## config.mk

```make
export PLATFORM = sky130hd
export DESIGN_NAME = dbg_runctl
export DESIGN_NICKNAME = d
export VERILOG_FILES = /design/src/rtl/dbg_rc_pkg.sv /design/src/rtl/rc_bp_unit.sv /design/src/rtl/rc_cmd_hold.sv /design/src/rtl/dbg_runctl.sv
export SDC_FILE = /design/constraint.sdc
export NUM_CORES = 1
export LEC_CHECK = 0
export BUFFER_PORTS_ARGS = -buffer_cell sky130_fd_sc_hd__clkbuf_2
export CAP_MARGIN = 20
export CORE_MARGIN = 2
export CORE_UTILIZATION = 43
export CTS_CLUSTER_DIAMETER = 120
export DETAILED_ROUTE_END_ITERATION = 8
export PLACE_DENSITY = 0.62
export REMOVE_ABC_BUFFERS = 1
export SYNTH_ARGS = -nofsm -noshare
export SYNTH_HDL_FRONTEND = slang
export SYNTH_SLANG_ARGS = --single-unit
export TNS_END_PERCENT = 10
```

## constraint.sdc

```tcl
create_clock -name clk -period 2.55 [get_ports clk]
set_input_delay 0.1275 -clock clk [delete_from_list [all_inputs] [get_ports clk]]
set_output_delay 0.1275 -clock clk [all_outputs]
set_load 0.1 [all_outputs]
```

## src/rtl/dbg_rc_pkg.sv

```systemverilog
package dbg_rc_pkg;
    typedef enum logic [2:0] {
        OP_NOP   = 3'd0,
        OP_RUN   = 3'd1,
        OP_STOP  = 3'd2,
        OP_STEP  = 3'd3,
        OP_RESET = 3'd4,
        OP_SETBP = 3'd5,
        OP_CLRBP = 3'd6
    } rc_op_e;

    typedef enum logic [1:0] {
        HC_STOP   = 2'd0,
        HC_STEP   = 2'd1,
        HC_BREAK  = 2'd2,
        HC_EBREAK = 2'd3
    } rc_cause_e;

    typedef enum logic [1:0] {
        ST_HALT   = 2'd0,
        ST_RUN    = 2'd1,
        ST_SFETCH = 2'd2,
        ST_SWAIT  = 2'd3
    } rc_state_e;
endpackage

```

## src/rtl/rc_bp_unit.sv

```systemverilog
module rc_bp_unit #(
    parameter int AW = 32
) (
    input  logic          clk,
    input  logic          rst_n,
    input  logic          set_i,
    input  logic          clr_i,
    input  logic [AW-1:0] addr_i,
    input  logic [AW-1:0] fetch_addr_i,
    output logic          armed_o,
    output logic [AW-1:0] bp_addr_o,
    output logic          hit_o
);
    logic          armed_q;
    logic [AW-1:0] addr_q;

    // a new set simply overwrites the single slot
    always_ff @(posedge clk or negedge rst_n) begin
        if (!rst_n) begin
            armed_q <= 1'b0;
            addr_q  <= '0;
        end else if (set_i) begin
            armed_q <= 1'b1;
            addr_q  <= addr_i;
        end else if (clr_i) begin
            armed_q <= 1'b0;
        end
    end

    assign armed_o   = armed_q;
    assign bp_addr_o = addr_q;
    assign hit_o     = armed_q && (fetch_addr_i == addr_q);
endmodule

```

## src/rtl/rc_cmd_hold.sv

```systemverilog
module rc_cmd_hold #(
    parameter int AW = 32,
    parameter int OW = 3
) (
    input  logic          clk,
    input  logic          rst_n,
    input  logic          capture_i,
    input  logic [OW-1:0] op_i,
    input  logic [AW-1:0] addr_i,
    input  logic          release_i,
    output logic          vld_o,
    output logic [OW-1:0] op_o,
    output logic [AW-1:0] addr_o
);
    logic          vld_q;
    logic [OW-1:0] op_q;
    logic [AW-1:0] addr_q;

    // capture wins over release so a command in the replay cycle is kept
    always_ff @(posedge clk or negedge rst_n) begin
        if (!rst_n) begin
            vld_q  <= 1'b0;
            op_q   <= '0;
            addr_q <= '0;
        end else if (capture_i) begin
            vld_q  <= 1'b1;
            op_q   <= op_i;
            addr_q <= addr_i;
        end else if (release_i) begin
            vld_q  <= 1'b0;
        end
    end

    assign vld_o  = vld_q;
    assign op_o   = op_q;
    assign addr_o = addr_q;
endmodule

```

## src/rtl/dbg_runctl.sv

```systemverilog
module dbg_runctl
    import dbg_rc_pkg::*;
#(
    parameter int AW = 32
) (
    input  logic          clk,
    input  logic          rst_n,
    input  logic          cmd_valid,
    input  logic [2:0]    cmd_op,
    input  logic [AW-1:0] cmd_addr,
    input  logic [AW-1:0] fetch_addr,
    input  logic          retire,
    input  logic          retire_ebreak,
    output logic          fetch_en,
    output logic          halted,
    output logic [1:0]    halt_cause,
    output logic          core_rst
);
    localparam int OW = $bits(rc_op_e);

    rc_state_e state_q, state_d;
    rc_cause_e cause_q, cause_d;
    logic      skip_q, skip_d;
    logic      crst_q, crst_d;

    logic          stepping;
    logic          pend_vld;
    logic [OW-1:0] pend_op;
    logic [AW-1:0] pend_addr;
    logic          eff_vld;
    logic [OW-1:0] eff_op;
    logic [AW-1:0] eff_addr;
    logic          hold_cap;
    logic          hold_rel;
    logic          bp_armed;
    logic [AW-1:0] bp_addr;
    logic          bp_hit;

    assign stepping = (state_q == ST_SFETCH) || (state_q == ST_SWAIT);

    // parked command replays first once the step has ended
    assign eff_vld  = !stepping && (pend_vld || cmd_valid);
    assign eff_op   = pend_vld ? pend_op   : cmd_op;
    assign eff_addr = pend_vld ? pend_addr : cmd_addr;
    assign hold_cap = cmd_valid && (stepping || pend_vld);
    assign hold_rel = pend_vld && !stepping;

    rc_cmd_hold #(.AW(AW), .OW(OW)) u_hold (
        .clk       (clk),
        .rst_n     (rst_n),
        .capture_i (hold_cap),
        .op_i      (cmd_op),
        .addr_i    (cmd_addr),
        .release_i (hold_rel),
        .vld_o     (pend_vld),
        .op_o      (pend_op),
        .addr_o    (pend_addr)
    );

    rc_bp_unit #(.AW(AW)) u_bp (
        .clk          (clk),
        .rst_n        (rst_n),
        .set_i        (eff_vld && (eff_op == OP_SETBP)),
        .clr_i        (eff_vld && (eff_op == OP_CLRBP)),
        .addr_i       (eff_addr),
        .fetch_addr_i (fetch_addr),
        .armed_o      (bp_armed),
        .bp_addr_o    (bp_addr),
        .hit_o        (bp_hit)
    );

    // state register
    always_ff @(posedge clk or negedge rst_n) begin
        if (!rst_n) begin
            state_q <= ST_HALT;
            cause_q <= HC_STOP;
            skip_q  <= 1'b0;
            crst_q  <= 1'b0;
        end else begin
            state_q <= state_d;
            cause_q <= cause_d;
            skip_q  <= skip_d;
            crst_q  <= crst_d;
        end
    end

    // transitions
    always_comb begin
        state_d = state_q;
        cause_d = cause_q;
        skip_d  = 1'b0;
        crst_d  = 1'b0;
        unique case (state_q)
            ST_HALT: begin
                if (eff_vld && (eff_op == OP_RUN)) begin
                    state_d = ST_RUN;
                    skip_d  = 1'b1;
                end else if (eff_vld && (eff_op == OP_STEP)) begin
                    state_d = ST_SFETCH;
                end else if (eff_vld && (eff_op == OP_RESET)) begin
                    cause_d = HC_STOP;
                    crst_d  = 1'b1;
                end
            end
            ST_RUN: begin
                if (eff_vld && (eff_op == OP_RESET)) begin
                    state_d = ST_HALT;
                    cause_d = HC_STOP;
                    crst_d  = 1'b1;
                end else if (retire && retire_ebreak) begin
                    state_d = ST_HALT;
                    cause_d = HC_EBREAK;
                end else if (bp_hit && !skip_q) begin
                    state_d = ST_HALT;
                    cause_d = HC_BREAK;
                end else if (eff_vld && (eff_op == OP_STOP)) begin
                    state_d = ST_HALT;
                    cause_d = HC_STOP;
                end
            end
            ST_SFETCH, ST_SWAIT: begin
                if (retire) begin
                    state_d = ST_HALT;
                    cause_d = retire_ebreak ? HC_EBREAK : HC_STEP;
                end else begin
                    state_d = ST_SWAIT;
                end
            end
        endcase
    end

    // outputs
    always_comb begin
        unique case (state_q)
            ST_RUN:    fetch_en = !(bp_hit && !skip_q);
            ST_SFETCH: fetch_en = 1'b1;
            ST_HALT,
            ST_SWAIT:  fetch_en = 1'b0;
        endcase
        halted     = (state_q == ST_HALT);
        halt_cause = cause_q;
        core_rst   = crst_q;
    end
endmodule

```

==> results.md <==
- Combinational cells account for 36.0% of the total power.
- In the finished design, the share of the clock period the worst path needs comes to roughly nine tenths.
- The tool flagged a number of max-cap violations equal to 0.
- For this design the total switching power over the nets is around 1.8 mW.
- In the routed layout, each cell is associated on average with a via count of between 5 and 6.
- The Yosys warning count is 0.
- The count of vias placed by the detailed router is ~2600.
- Across the VDD grid, the largest voltage drop is 0.000490 V.
- The number of filler instances in the final layout is approximately 810.
- The worst-skew pair later-pin latency is ~0.34 ns.
- For the final routed database, the setup TNS stands at 0 ns.
- The class of the tightest hold or removal check is input pin to flop.
- Measured along the x axis, the die boundary spans 98.5 microns.
- Clock-pin slew was measured on the worst setup and hold paths at approximately 0.080 ns.
- In this run the standard cell core region covers roughly 8700 sq um.
- The number of global-route vias before repair is 2543.
- The number of cells in the finished layout apart from fillers is just over 500.
- The number of routed nets with antenna violations is 0.
- The total of flip-flops plus latches after synthesis is 75.
- Setup repair after global routing left no endpoint under its margin.
- The internal power of the cells totals 3.30 mW.
- The number of input and output port buffers inserted is between 70 and 80.
- The number of enable-type register cells in the synthesized netlist is 0.
- The leakage power figure is about 1.9 nW.
- The longest clock path from root to sink contains 2 buffers.
- Yosys mapped the design onto 42 distinct sky130hd cell types.
- The mean instance size in the synthesized netlist is between 10 and 15 sq um.
- The cell chosen for the clock root is sky130_fd_sc_hd__clkbuf_8.
- The largest net degree at the start of global routing is 65.
- The required time of the worst setup path is 2.42 ns.
- The switching share of total power is 34.7%.
- The transition time at the pin with the least slew margin is ~0.60 ns.
- Dividing the detail-routed wire length by the instance count gives 14.3 microns.
- The number of primary I/O pins is 77.
- The post-detailed-route DRC marker count is 0.
- The starting density of the core is approximately 44%.
- The number of CTS-inserted buffers is 9.
- The fraction of layout instances using a drive strength above 1 is a little over two fifths.
- The first-pass detailed-route iteration total is 4.
- The H-tree generated during clock tree synthesis spans 3 levels.
- The initial antenna violation count was 0.
- The violation count after the first detailed-routing iteration is 75.
- The total instance count after detailed placement is 500.
- Of all flip-flops after synthesis, the portion carrying an async set or reset was 100%.
- The number of post-CTS setup repair buffers is 0.
- The worst setup path is of the flop to output pin kind.
- The normalized max-slew margin is between 60% and 70%.
- The floorplan step defined a die boundary enclosing 9710 sq um.
- TritonCTS built the clock tree.
- The clock period minus worst slack is roughly 2.3 ns.
- The setup skew after layout is ~0.0080 ns.
- Sequential cells account for a little over two fifths of the total power.
- At the end of routability-driven placement, the weighted congestion stood at between 0.7 and 0.8.
- The areal power density over the cells is around 1100 nW/um^2.
- STA puts the critical path data arrival time at 2.22 ns.
- Wires add up to roughly 7400 microns.
- After synthesis, flip-flops and latches occupy approximately half of the total area.
- For this run the aggregate overflow at the end of global routing stands at 0.
- The final number of max-transition violations came to 0.
- Timing would allow up to roughly 0.43 GHz.
- Setup violations remaining at the end of the flow were counted as 0.
- The row count is 34.
- After legalization and detailed placement, the total HPWL measured ~5400 microns.
- The final hold violation count is 0.
- The clock network fraction of design power is a little over a fifth.
- Setup slack on the worst reg-to-reg path comes out at roughly 0.57 ns.
- The layout overhead on the synthesized area is 19.6%.
- For this design, the sink count on the clock tree is 75.
- The flow ran to the end, and the final reports show no timing, DRC or antenna violations.
- The post-synth design cell area is ~3800 sq um.
- STA classifies the critical path startpoint as a flop.
- Synthesis produced a netlist whose cell count is roughly 320.
- The worst setup path is captured at an output pin.
- The most used flip-flop cell after synthesis is sky130_fd_sc_hd__dfrtp_1.
- The die is 98.5 microns tall.
- Global routing used approximately 16% of the available tracks.
- The maximum fanout encountered on the critical timing path is 3.
- The count of antenna diodes in the layout is 0.
- The net count of the finished layout is around 480.
- The first global-routing pass estimated 12500 microns of wire.
-- routing by layer --
layer / vias up / routed length (microns) / global-route usage, %
met5: - / 0 / 0
met4: 0 / 104 / 6.32
met3: 8 / 249 / 2.91
met2: 49 / 3590 / 26.3
met1: 1234 / 3450 / 22.1
li1: 1302 / - / -
-- power groups by stage --
| stage | Sequential (mW) | Clock (mW) | Combinational, mW |
|---|---|---|---|
| after global routing | 2.22 | 1.19 | 2.02 |
| final | 2.14 | 1.11 | 1.82 |
| after CTS | 2.14 | 1.14 | 1.84 |
| after detailed placement | 2.17 | 0 | 1.83 |
| after floorplan | 2.24 | 0 | 1.33 |
| after global placement | 2.13 | 0 | 1.80 |
-- layout make-up --
type	count	area [sq um]	share of cell area [%]
flip-flops and latches	75	1880	40.9
multi-input cells	230	1860	40.5
repair buffers	85	468	10.2
clock buffers	11	141	3.08
well taps	108	135	2.94
clock inverters	4	98.8	2.15
inverters	3	11.3	0.245
-- synthesized netlist by cell type (2+ instances only) --
library cell               number  area, sq um
sky130_fd_sc_hd__dfrtp_1       75         1880
sky130_fd_sc_hd__nand4_1        2         12.5
sky130_fd_sc_hd__inv_1          3         11.3
sky130_fd_sc_hd__nand2b_1       5         31.3
sky130_fd_sc_hd__buf_6          6         67.6
sky130_fd_sc_hd__a21oi_1        7         35.0
sky130_fd_sc_hd__a211oi_1       2         15.0
sky130_fd_sc_hd__nand2_1        5         18.8
sky130_fd_sc_hd__nor3_1         4         20.0
sky130_fd_sc_hd__mux2_2        36          405
sky130_fd_sc_hd__o21ai_0        8         40.0
sky130_fd_sc_hd__clkbuf_1       5         18.8
sky130_fd_sc_hd__nor4_1         8         50.1
sky130_fd_sc_hd__a21oi_2       28          245
sky130_fd_sc_hd__mux2i_1       33          330
sky130_fd_sc_hd__xor2_1        28          245
sky130_fd_sc_hd__xnor2_1        6         52.6
sky130_fd_sc_hd__nor2_1        35          131
sky130_fd_sc_hd__buf_2          4         20.0
sky130_fd_sc_hd__nand3b_1       2         15.0
-- logic make-up after synthesis --
kind of cell	after synthesis	share of synthesized area, %
DFF	75	48.9
AOI/OAI and AO/OA	58	12.0
buffers and inverters	19	3.26
and+or+nand+nor	68	8.73
muxes	69	19.2
xor gates and xnor gates	34	7.75
adders and majority gates	1	0.261
-- metrics by stage --
stage	hold WS (ns)	total power [mW]	worst slack, ns	instance area [sq um]	util, %
after detailed placement	0.144	4.00	0.325	4330	49.9
after global placement	0.149	3.93	0.409	4330	49.9
after CTS	0.00831	5.12	0.0282	4580	52.8
after floorplan	-0.168	3.57	-1.37	3730	-
after global routing	0.0145	5.43	0.0301	4590	52.9
final	0.0288	5.06	0.204	4590	52.9
-- flip-flops by register name, indices dropped and copies added (netlist names), 2 cells and up --
signal          count
u_hold.addr_o      32
state_q             2
u_bp.bp_addr_o     32
u_hold.op_o         3
halt_cause          2
-- critical path, stage by stage (launching register included) --
cell,delay (ns)
sky130_fd_sc_hd__dfrtp_1,0.39
sky130_fd_sc_hd__xor2_1,0.16
sky130_fd_sc_hd__nor4_1,0.40
sky130_fd_sc_hd__nand3_1,0.23
sky130_fd_sc_hd__nor3_2,0.28
sky130_fd_sc_hd__o21ai_0,0.12
sky130_fd_sc_hd__clkbuf_4,0.29
-- cells in the final DEF, fill, tap and decap left out, drive strengths merged, types with 2 or more instances in the layout --
cell    synthesis  layout
a211oi          3       3
nand2b          5       5
inv             3       3
clkbuf          5      86
nor4            8       8
a21oi          35      35
dfrtp          75      75
or3b            2       2
xor2           28      28
mux2i          33      33
o21ai           9       9
xnor2           6       6
mux2           36      36
buf            11       9
bufinv          0       3
nor2           35      35
nand4           2       2
nor3            4       4
nand2           5       5
nand3b          2       2
-- repair_timing --
item                       CTS  global route
resized for setup            1             2
cloned                       0             0
hold endpoints to repair    39             0
setup endpoints to repair    1             1
hold buffers                 1             0
-- final timing paths --
| check | start | endpoint | cells past startpoint |
|---|---|---|---|
| max | u_bp.bp_addr_o[22] | fetch_en | 6 |
| min | cmd_addr[24] | u_hold.addr_o[24] | 2 |
| max reg2reg | u_hold.vld_o | halt_cause[0] | 5 |
| min reg2reg | u_hold.addr_o[18] | u_hold.addr_o[18] | 1 |
| max in group asynchronous | rst_n | u_hold.addr_o[18] | 3 |
| min in group asynchronous | rst_n | u_hold.addr_o[1] | 2 |
Power figures use the tool's default switching activity.
